<file path="src/rtl/srtc_pkg.sv">
package srtc_pkg;

  typedef enum logic [2:0] {
    ST_IDLE = 3'd0,
    ST_ADDR = 3'd1,
    ST_DIR  = 3'd2,
    ST_DATA = 3'd3,
    ST_UPD  = 3'd4
  } srtc_state_e;

endpackage

</file>
<file path="src/rtl/srtc_sync.sv">
module srtc_sync #(
  parameter int WIDTH  = 3,
  parameter int STAGES = 2
) (
  input  logic             clk,
  input  logic             rst_n,
  input  logic [WIDTH-1:0] d_i,
  output logic [WIDTH-1:0] q_o
);

  logic [STAGES-1:0][WIDTH-1:0] chain_q;

  genvar g;
  generate
    for (g = 0; g < STAGES; g++) begin : g_stage
      if (g == 0) begin : g_first
        always_ff @(posedge clk or negedge rst_n) begin
          if (!rst_n) chain_q[g] <= '0;
          else        chain_q[g] <= d_i;
        end
      end else begin : g_next
        always_ff @(posedge clk or negedge rst_n) begin
          if (!rst_n) chain_q[g] <= '0;
          else        chain_q[g] <= chain_q[g-1];
        end
      end
    end
  endgenerate

  assign q_o = chain_q[STAGES-1];

endmodule

</file>
<file path="src/rtl/srtc_frame.sv">
module srtc_frame
  import srtc_pkg::*;
#(
  parameter int ADDR_W = 3,
  parameter int DATA_W = 32
) (
  input  logic              clk,
  input  logic              rst_n,
  input  logic              sen_i,
  input  logic              sdi_i,
  input  logic              sclk_rise_i,
  input  logic              sen_rise_i,
  input  logic [DATA_W-1:0] rd_data_i,
  output logic [ADDR_W-1:0] addr_o,
  output logic              wr_en_o,
  output logic [DATA_W-1:0] wr_data_o,
  output logic              sdo_o,
  output logic              ready_o
);

  localparam int MAX_BITS = (DATA_W > ADDR_W) ? DATA_W : ADDR_W;
  localparam int CNT_W    = $clog2(MAX_BITS);

  srtc_state_e       state_q, state_n;
  logic [CNT_W-1:0]  cnt_q, cnt_n;
  logic [ADDR_W-1:0] addr_q, addr_n;
  logic              dir_q, dir_n;
  logic [DATA_W-1:0] sh_q, sh_n;
  logic              sdo_q, sdo_n;

  always_comb begin
    state_n = state_q;
    cnt_n   = cnt_q;
    addr_n  = addr_q;
    dir_n   = dir_q;
    sh_n    = sh_q;
    sdo_n   = sdo_q;
    if (sen_rise_i) begin
      state_n = ST_ADDR;
      cnt_n   = '0;
      addr_n  = '0;
    end else begin
      unique case (state_q)
        ST_ADDR: begin
          if (sclk_rise_i && sen_i) begin
            addr_n = {addr_q[ADDR_W-2:0], sdi_i};
            if (cnt_q == CNT_W'(ADDR_W - 1)) begin
              cnt_n   = '0;
              state_n = ST_DIR;
            end else begin
              cnt_n = cnt_q + 1'b1;
            end
          end
        end
        ST_DIR: begin
          if (sclk_rise_i && !sen_i) begin
            dir_n   = sdi_i;
            cnt_n   = '0;
            state_n = ST_DATA;
            if (!sdi_i) sh_n = rd_data_i;
          end
        end
        ST_DATA: begin
          if (sclk_rise_i) begin
            if (dir_q) begin
              sh_n = {sh_q[DATA_W-2:0], sdi_i};
            end else begin
              sdo_n = sh_q[DATA_W-1];
              sh_n  = {sh_q[DATA_W-2:0], 1'b0};
            end
            if (cnt_q == CNT_W'(DATA_W - 1)) begin
              cnt_n   = '0;
              state_n = dir_q ? ST_UPD : ST_IDLE;
            end else begin
              cnt_n = cnt_q + 1'b1;
            end
          end
        end
        ST_UPD:  state_n = ST_IDLE;
        default: state_n = ST_IDLE;
      endcase
    end
  end

  always_ff @(posedge clk or negedge rst_n) begin
    if (!rst_n) begin
      state_q <= ST_IDLE;
      cnt_q   <= '0;
      addr_q  <= '0;
      dir_q   <= 1'b0;
      sh_q    <= '0;
      sdo_q   <= 1'b0;
    end else begin
      state_q <= state_n;
      cnt_q   <= cnt_n;
      addr_q  <= addr_n;
      dir_q   <= dir_n;
      sh_q    <= sh_n;
      sdo_q   <= sdo_n;
    end
  end

  assign addr_o    = addr_q;
  assign wr_en_o   = (state_q == ST_UPD);
  assign wr_data_o = sh_q;
  assign sdo_o     = sdo_q;
  assign ready_o   = (state_q == ST_IDLE);

  // a select rising edge always restarts the address phase
  assert_sen_restart_R10: assert property (@(posedge clk) disable iff (!rst_n)
    sen_rise_i |=> (state_q == ST_ADDR && cnt_q == '0));

  // the block reports busy right after an access begins
  assert_busy_after_start_R9: assert property (@(posedge clk) disable iff (!rst_n)
    sen_rise_i |=> !ready_o);

  // data-out moves only on data-phase serial-clock edges of a read
  assert_sdo_hold_R3: assert property (@(posedge clk) disable iff (!rst_n)
    !(state_q == ST_DATA && sclk_rise_i && !dir_q && !sen_rise_i) |=> $stable(sdo_q));

endmodule

</file>
<file path="src/rtl/srtc_regs.sv">
module srtc_regs #(
  parameter int ADDR_W   = 3,
  parameter int DATA_W   = 32,
  parameter int CNT_ADDR = 0,
  parameter int ADJ_ADDR = 2
) (
  input  logic              clk,
  input  logic              rst_n,
  input  logic              tick_i,
  input  logic              wr_en_i,
  input  logic [ADDR_W-1:0] addr_i,
  input  logic [DATA_W-1:0] wr_data_i,
  output logic [DATA_W-1:0] rd_data_o
);

  localparam logic [ADDR_W-1:0] CNT_SEL = ADDR_W'(CNT_ADDR);
  localparam logic [ADDR_W-1:0] ADJ_SEL = ADDR_W'(ADJ_ADDR);

  logic [DATA_W-1:0] cnt_q, cnt_n;
  logic [DATA_W-1:0] adj_q;
  logic              cnt_load, cnt_en, adj_en;

  assign cnt_load = wr_en_i && (addr_i == CNT_SEL);
  assign cnt_en   = cnt_load || tick_i;
  assign cnt_n    = cnt_load ? wr_data_i : (cnt_q + 1'b1);
  assign adj_en   = wr_en_i && (addr_i == ADJ_SEL);

  always_ff @(posedge clk or negedge rst_n) begin
    if (!rst_n)      cnt_q <= '0;
    else if (cnt_en) cnt_q <= cnt_n;
  end

  always_ff @(posedge clk or negedge rst_n) begin
    if (!rst_n)      adj_q <= '0;
    else if (adj_en) adj_q <= wr_data_i;
  end

  always_comb begin
    if (addr_i == CNT_SEL)      rd_data_o = cnt_q;
    else if (addr_i == ADJ_SEL) rd_data_o = adj_q;
    else                        rd_data_o = '0;
  end

  // a counter write wins over a coincident tick
  assert_load_wins_R6: assert property (@(posedge clk) disable iff (!rst_n)
    (wr_en_i && addr_i == CNT_SEL) |=> (cnt_q == $past(wr_data_i)));

  // a lone tick advances the counter by one
  assert_tick_step_R5: assert property (@(posedge clk) disable iff (!rst_n)
    (tick_i && !(wr_en_i && addr_i == CNT_SEL)) |=> (cnt_q == $past(cnt_q) + 1'b1));

  // the adjust register takes the written word
  assert_adj_write_R4: assert property (@(posedge clk) disable iff (!rst_n)
    (wr_en_i && addr_i == ADJ_SEL) |=> (adj_q == $past(wr_data_i)));

  // writes elsewhere leave the adjust register alone
  assert_adj_untouched_R8: assert property (@(posedge clk) disable iff (!rst_n)
    !(wr_en_i && addr_i == ADJ_SEL) |=> $stable(adj_q));

endmodule

</file>
<file path="src/rtl/srtc_serial_slave.sv">
module srtc_serial_slave #(
  parameter int ADDR_W      = 3,
  parameter int DATA_W      = 32,
  parameter int SYNC_STAGES = 2,
  parameter int CNT_ADDR    = 0,
  parameter int ADJ_ADDR    = 2
) (
  input  logic clk,
  input  logic rst_n,
  input  logic tick_i,
  input  logic ser_en_i,
  input  logic ser_clk_i,
  input  logic ser_din_i,
  output logic ser_dout_o,
  output logic ready_o
);

  logic              rst_meta_q, rst_sync_n;
  logic [2:0]        line_s;
  logic              sen_s, sclk_s, sdi_s;
  logic              sen_d_q, sclk_d_q;
  logic              sen_rise, sclk_rise;
  logic [ADDR_W-1:0] addr;
  logic              wr_en;
  logic [DATA_W-1:0] wr_data, rd_data;

  always_ff @(posedge clk or negedge rst_n) begin
    if (!rst_n) begin
      rst_meta_q <= 1'b0;
      rst_sync_n <= 1'b0;
    end else begin
      rst_meta_q <= 1'b1;
      rst_sync_n <= rst_meta_q;
    end
  end

  srtc_sync #(.WIDTH(3), .STAGES(SYNC_STAGES)) u_sync (
    .clk   (clk),
    .rst_n (rst_sync_n),
    .d_i   ({ser_en_i, ser_clk_i, ser_din_i}),
    .q_o   (line_s)
  );

  assign sen_s  = line_s[2];
  assign sclk_s = line_s[1];
  assign sdi_s  = line_s[0];

  always_ff @(posedge clk or negedge rst_sync_n) begin
    if (!rst_sync_n) begin
      sen_d_q  <= 1'b0;
      sclk_d_q <= 1'b0;
    end else begin
      sen_d_q  <= sen_s;
      sclk_d_q <= sclk_s;
    end
  end

  assign sen_rise  = sen_s  & ~sen_d_q;
  assign sclk_rise = sclk_s & ~sclk_d_q;

  srtc_frame #(.ADDR_W(ADDR_W), .DATA_W(DATA_W)) u_frame (
    .clk         (clk),
    .rst_n       (rst_sync_n),
    .sen_i       (sen_s),
    .sdi_i       (sdi_s),
    .sclk_rise_i (sclk_rise),
    .sen_rise_i  (sen_rise),
    .rd_data_i   (rd_data),
    .addr_o      (addr),
    .wr_en_o     (wr_en),
    .wr_data_o   (wr_data),
    .sdo_o       (ser_dout_o),
    .ready_o     (ready_o)
  );

  srtc_regs #(
    .ADDR_W   (ADDR_W),
    .DATA_W   (DATA_W),
    .CNT_ADDR (CNT_ADDR),
    .ADJ_ADDR (ADJ_ADDR)
  ) u_regs (
    .clk       (clk),
    .rst_n     (rst_sync_n),
    .tick_i    (tick_i),
    .wr_en_i   (wr_en),
    .addr_i    (addr),
    .wr_data_i (wr_data),
    .rd_data_o (rd_data)
  );

endmodule

</file>
<file path="config.mk">
export PLATFORM = sky130hd
export DESIGN_NAME = srtc_serial_slave
export DESIGN_NICKNAME = d
export VERILOG_FILES = /design/src/rtl/srtc_pkg.sv /design/src/rtl/srtc_sync.sv /design/src/rtl/srtc_frame.sv /design/src/rtl/srtc_regs.sv /design/src/rtl/srtc_serial_slave.sv
export SDC_FILE = /design/constraint.sdc
export NUM_CORES = 1
export LEC_CHECK = 0
export ABC_AREA = 1
export BUFFER_PORTS_ARGS = -buffer_cell sky130_fd_sc_hd__buf_2
export CAP_MARGIN = 15
export CORE_AREA = 10 10 132 134
export CTS_CLUSTER_SIZE = 30
export DETAILED_ROUTE_END_ITERATION = 12
export DIE_AREA = 0 0 142 144
export PLACE_DENSITY = 0.57
export SYNTH_ARGS = -nofsm -noshare
export SYNTH_HDL_FRONTEND = slang
export SYNTH_SLANG_ARGS = --single-unit
</file>
<file path="constraint.sdc">
create_clock -name clk -period 5.3 [get_ports clk]
set_clock_uncertainty 0.2 [all_clocks]
set_input_delay 1.06 -clock clk [delete_from_list [all_inputs] [get_ports clk]]
set_output_delay 1.06 -clock clk [all_outputs]
set_load 0.005 [all_outputs]
</file>
Yosys cells after proc, flatten, opt, wreduce, memory -nomap -nowiden. Index checks and enable logic that the tools add are counted.

Logic and storage cells: 81. Input port bits: 6. Register bits after elaboration: 119.

Bitwise gates (word level): 6. Multiplexer cells: 26. Eq/ne operators: 15. Reduce and logical (&&, ||, !) cells: 18. $add $sub $neg: 2.

Operator list (number): 2-to-1 mux 32 bit (6); case mux 32 bit (2 select lines) (1); adder 32 x 1 -> 32 bit, second input constant (1); 2-to-1 mux 3 bit (10); 2-to-1 mux 5 bit (6); != test 3 x 2 -> 1 bit, second input constant (5); case mux 5 bit (3 select lines) (1); AND reduction 5 bit (2); == test 3 x 2 -> 1 bit, second input constant (3); case mux 3 bit (3 select lines) (1); AND reduction 4 bit (2); logical NOT 3 bit (2); nonzero test 2 bit (3); adder 5 x 1 -> 5 bit, second input constant (1); == test 5 x 2 -> 1 bit, second input constant (1); == test 5 bit, second input constant (1); logical AND 1 bit (4); != test 2 x 1 -> 1 bit, second input constant (2); inverter 1 bit (4); nonzero test 4 bit (1); == test 3 x 1 -> 1 bit, second input constant (1); == test 3 bit, second input constant (1); AND reduction 3 bit (1); bitwise AND 1 bit (2); 5 further kinds (5).

Depth between registers and ports, before layout.
Word-level depth: 6. Depth in mapped cells: 10.

Cells and area by module. Synthesis repeated with hierarchy kept, for this count alone.

Cell total of the unflattened synthesis: 898. Area, all modules: 6685.2 µm².

By module, submodules not included: srtc_regs (sequential area each 1601.5 µm², area each 3950.0 µm², cells an instance 549, instances 1); srtc_frame (sequential area each 1126.1 µm², area each 2438.6 µm², cells an instance 331, instances 1); srtc_sync (sequential area each 150.1 µm², area each 172.7 µm², cells an instance 9, instances 1); srtc_serial_slave (sequential area each 100.1 µm², area each 123.9 µm², cells an instance 9, instances 1).

Worst setup path after synthesis. OpenSTA, ideal clock, no wires.

Path kind: reg-to-output. Start: register u_frame.state_q[1]. End: output port ready_o. Buffers on the path: 0. Data arrival time: 0.686 ns. Path slack: 3.354 ns. Cell stages (with the launch flop): 4. Path through: dfrtp_1 -> inv_1 -> nand2_2 -> nor2_1.

Word-level cells in the longest chain between the ends: 1.

RTL lines: from (decl) (line srtc_frame.sv:24) `srtc_state_e state_q, state_n;`; from (signal assigned) (line srtc_frame.sv:94) `state_q <= state_n;`; logical NOT 3 bit (line srtc_frame.sv:107) `assign ready_o = (state_q == ST_IDLE);`; to (decl) (line srtc_serial_slave.sv:15) `output logic ready_o`.

Every way passes these cells.

Worst setup path in the final report.
Start: register u_sync.chain_q, in the netlist u_sync.q_o[2]. End: register u_frame.sh_q[11], in the netlist u_frame.wr_data_o[11].

Word-level cells in the longest chain between the ends: 4. Elaborated cells on any way between the ends: 6.

RTL lines: from (decl) (line srtc_sync.sv:11) `logic [STAGES-1:0][WIDTH-1:0] chain_q;`; from (signal, indexed assignment) (line srtc_sync.sv:24) `else chain_q[g] <= chain_q[g-1];`; logical NOT 1 bit (line srtc_frame.sv:56) `if (sclk_rise_i && !sen_i) begin`; logical AND 1 bit (line srtc_frame.sv:56); != test 2 x 1 -> 1 bit (no line); AND reduction 5 bit (no line) (*); to (signal assigned) (line srtc_frame.sv:98) `sh_q <= sh_n;`; to (decl) (line srtc_frame.sv:28) `logic [DATA_W-1:0] sh_q, sh_n;`.

Every way passes the cells marked *; elsewhere a longest branch is shown, timed or not. A chain may end at the register's enable or synchronous reset.

==> results by group <==
Run status
  • Outcome: complete, no violations

Yosys
  • Ys async rst share: 100.0%
  • Synth top area cells: dfrtp_1 45%, nand2_1 22%, o21ai_0 6.9%
  • Yosys top cell by area: dfrtp_1
  • Count leader, synth: nand2_1
  • Seq/Total Area, Yosys: 45.39%
  • Yosys cell types: 31
  • Commonest cells in the netlist: 386 x nand2_1, 119 x dfrtp_1, 102 x inv_1
  • Syn nets: 933
  • Top_reg_cell synth: dfrtp_1
  • Mapped Area: 6560 sq um
  • Yosys reg bits: 119
  • Number of cells produced by synthesis: 923
  • Post-synth EDFFs: 0
  • Yosys warns: 0
  • Syn avg cell area: 7.107 sq um
  • Yosys top cell area share: 45.39%

Finish
  • Layout Nets: 931
  • ANT cells: 0
  • P&R area growth vs syn: 10.85%
  • Filler cells: 1,541
  • Layout cell share with drive strength beyond 1: 7.717%

Detailed routing
  • DRC Markers: 0
  • Post-DRT Antenna Nets: 0
  • Routed len/inst: 14.35 um
  • Drt initial violations: 450
  • Routed WL: 16.09 mm
  • Routed via count: 5,566
  • Vias per cell: 4.965
  • DRT Pass-1 Iters: 5

Clock tree
  • TritonCTS clock tree: built
  • CTS Buf Count: 17
  • Clock-pin slew on the worst setup and hold paths: 0.06 ns
  • Root buf cell: clkbuf_16
  • Post_cts resized: 0
  • Clock latency at the later pin of the worst-skew pair: 0.42 ns
  • Clock Path Buffers: 2
  • Clock sinks: 119
  • Post-CTS Setup Inserts: 0
  • Hold_buf cts: 0
  • CTS H-tree lvls: 4

Power
  • IR drop worst, VDD: 0.2101 mV
  • Pint: 2.139 mW
  • Switch Pwr: 1.251 mW
  • Leakage: 3.447 nW
  • Sw Share: 36.91%
  • Clock share of power: 34.7%
  • Flop pwr share: 38.4%
  • Combinational fraction of design power: 27.0%
  • PwrDens: 466.2 nW/um^2

Global route
  • Met2 Usage GRT: 27.08%
  • Initial antenna violation count: 0
  • First-pass GRT wire length: 27.59 mm
  • Met1 Use GR: 22.36%
  • GRT Total Usage: 16.90%
  • Met3 Usage GRT: 3.313%
  • Total congestion overflow: 0
  • Largest net degree at the start of global routing: 74
  • Vias in the first global route: 5,411
  • GR peak layer: met2

Timing
  • Minimum clock period: 2.826 ns
  • Slew @ Worst Pin: 1.079 ns
  • Setup-failing EPs final: 0
  • Relative slew slack: 27.82%
  • Maximum clock rate: 353.9 MHz
  • RSZ-0062 raised after global routing: false
  • TNS Setup: 0 ns
  • Fin. Hold Viols: 0
  • Pins over their slew limit: 0
  • Crit share post-route: 53.31%
  • Setup ws final: 2.474 ns

Critical path
  • Setup crit start kind: register
  • Required @ worst endpoint: 5.46 ns
  • Critical Path Fanout Max: 33
  • WS Path Type: reg -> reg
  • Kind of end point of the critical path: register
  • Crit path DAT: 2.98 ns

Floorplanning
  • Die Y: 144 um
  • I/O pins: 8
  • Core Region: 14,860 sq um
  • Die W: 142 um
  • # rows: 45
  • Starting Density: 44.13%
  • Die Area: 20,450 sq um

Place
  • HPWL after DPL: 10.17 mm
  • Post-Place Setup Slack: 2.423 ns
  • Final RePlAce weighted congestion: 0.8502
  • PortBufs: 7

Flow run
  • Max-Cap Viols: 0

Hold path
  • Worst hold path class: reg -> reg
==> power by group through the flow <==
stage	logic [mW]	clock network [mW]	registers, mW
final	0.914	1.18	1.30
after floorplan	0.747	0	1.28
after global routing	1.06	1.24	1.33
after detailed placement	0.927	0	1.31
after global placement	0.921	0	1.31
after CTS	0.931	1.19	1.30
==> per-layer routing <==
metal  routed length, um  vias to the layer above
li1                    -                     2871
met1                7841                     2599
met2                7485                       80
met3                 547                       16
met4                 212                        0
met5                   0                        -
==> critical path: stages (launching register included) <==
cell	delay, ns
dfrtp_1	0.41
nand2_1	0.47
nand4_4	0.61
inv_2	0.80
nand2_1	0.12
nand2_1	0.09
==> path summary, 6_finish.rpt <==
check,from,to,depth (start not counted),slack [ns]
max,u_sync.q_o[2]$_DFF_PN0_,u_frame.wr_data_o[11]$_DFFE_PN0P_,5,2.47
min,u_sync.chain_q[0]$_DFF_PN0_,u_sync.q_o[0]$_DFF_PN0_,0,0.15
min in group asynchronous,rst_n,rst_sync_n$_DFF_PN0_,1,0.21
max reg2reg,u_sync.q_o[2]$_DFF_PN0_,u_frame.wr_data_o[11]$_DFFE_PN0P_,5,2.47
max in group asynchronous,rst_sync_n$_DFF_PN0_,u_frame.wr_data_o[19]$_DFFE_PN0P_,1,3.49
min reg2reg,u_sync.chain_q[0]$_DFF_PN0_,u_sync.q_o[0]$_DFF_PN0_,0,0.15
==> state kept, by name, summed over array words and instances, names as in the netlist, 3 cells and up <==
register and cells:
u_frame.addr_o 3, u_frame.state_q 3, u_sync.q_o 3, u_sync.chain_q 3, u_regs.adj_q 32, u_frame.wr_data_o 32, u_frame.cnt_q 5, u_regs.cnt_q 32
==> placed cells by master (no fill, tap or decap), types with 2 or more instances in the layout <==
cell type / instances
nand4_1: 3
buf_4: 2
o221ai_1: 2
o21ai_1: 8
nand3_1: 40
inv_2: 9
buf_2: 7
clkinv_4: 3
clkinv_2: 3
o31ai_1: 2
clkinvlp_4: 3
nor2_2: 10
nand2_1: 386
nor3_1: 2
inv_1: 102
nor2_4: 4
o22ai_1: 17
bufinv_16: 3
nand2_2: 3
clkbuf_16: 17
o211ai_1: 3
dfrtp_1: 118
nand2_4: 4
xor2_1: 16
nor2_1: 52
o21ai_0: 91
ha_1: 4
a21oi_1: 11
==> logic make-up (layout without fill, tap and decap cells) <==
logic type      count (synthesis)  count (layout)  synth area share (%)
other cells                     1               1               0.05716
buf+inv                       142             152                 9.060
xor+xnor                       16              16                 2.136
fa+ha+maj                       4               4                0.7630
flops                         119             119                 45.39
compound gates                135             135                 10.99
simple gates                  506             506                 31.60
==> stage by stage <==
| stage | hold slack, ns | power, mW | cells | utilization, % | cell area (sq um) |
|---|---|---|---|---|---|
| 5_1_grt | 0.1533 | 3.632 | 1121 | 48.92 | 7272 |
| 6_report | 0.1482 | 3.390 | 1121 | 48.92 | 7272 |
| 4_1_cts | 0.1504 | 3.426 | 1121 | 48.92 | 7272 |
| 2_1_floorplan | 0.1312 | 2.024 | 923 | - | 6560 |
| 3_5_place_dp | 0.1373 | 2.239 | 1090 | 44.91 | 6675 |
| 3_3_place_gp | 0.1356 | 2.236 | 1090 | 44.91 | 6675 |
==> layout make-up <==
| type | instances | area [sq um] | share of cell area (%) |
|---|---|---|---|
| Tap cell | 188 | 235.2 | 3.235 |
| Timing Repair Buffer | 9 | 50.05 | 0.6882 |
| Inverter | 112 | 420.4 | 5.781 |
| Sequential cell | 119 | 2982 | 41.00 |
| Multi-Input combinational cell | 662 | 2988 | 41.09 |
| Clock inverter | 12 | 153.9 | 2.116 |
| Clock buffer | 19 | 442.9 | 6.091 |
(Power assumes the default switching activity.)
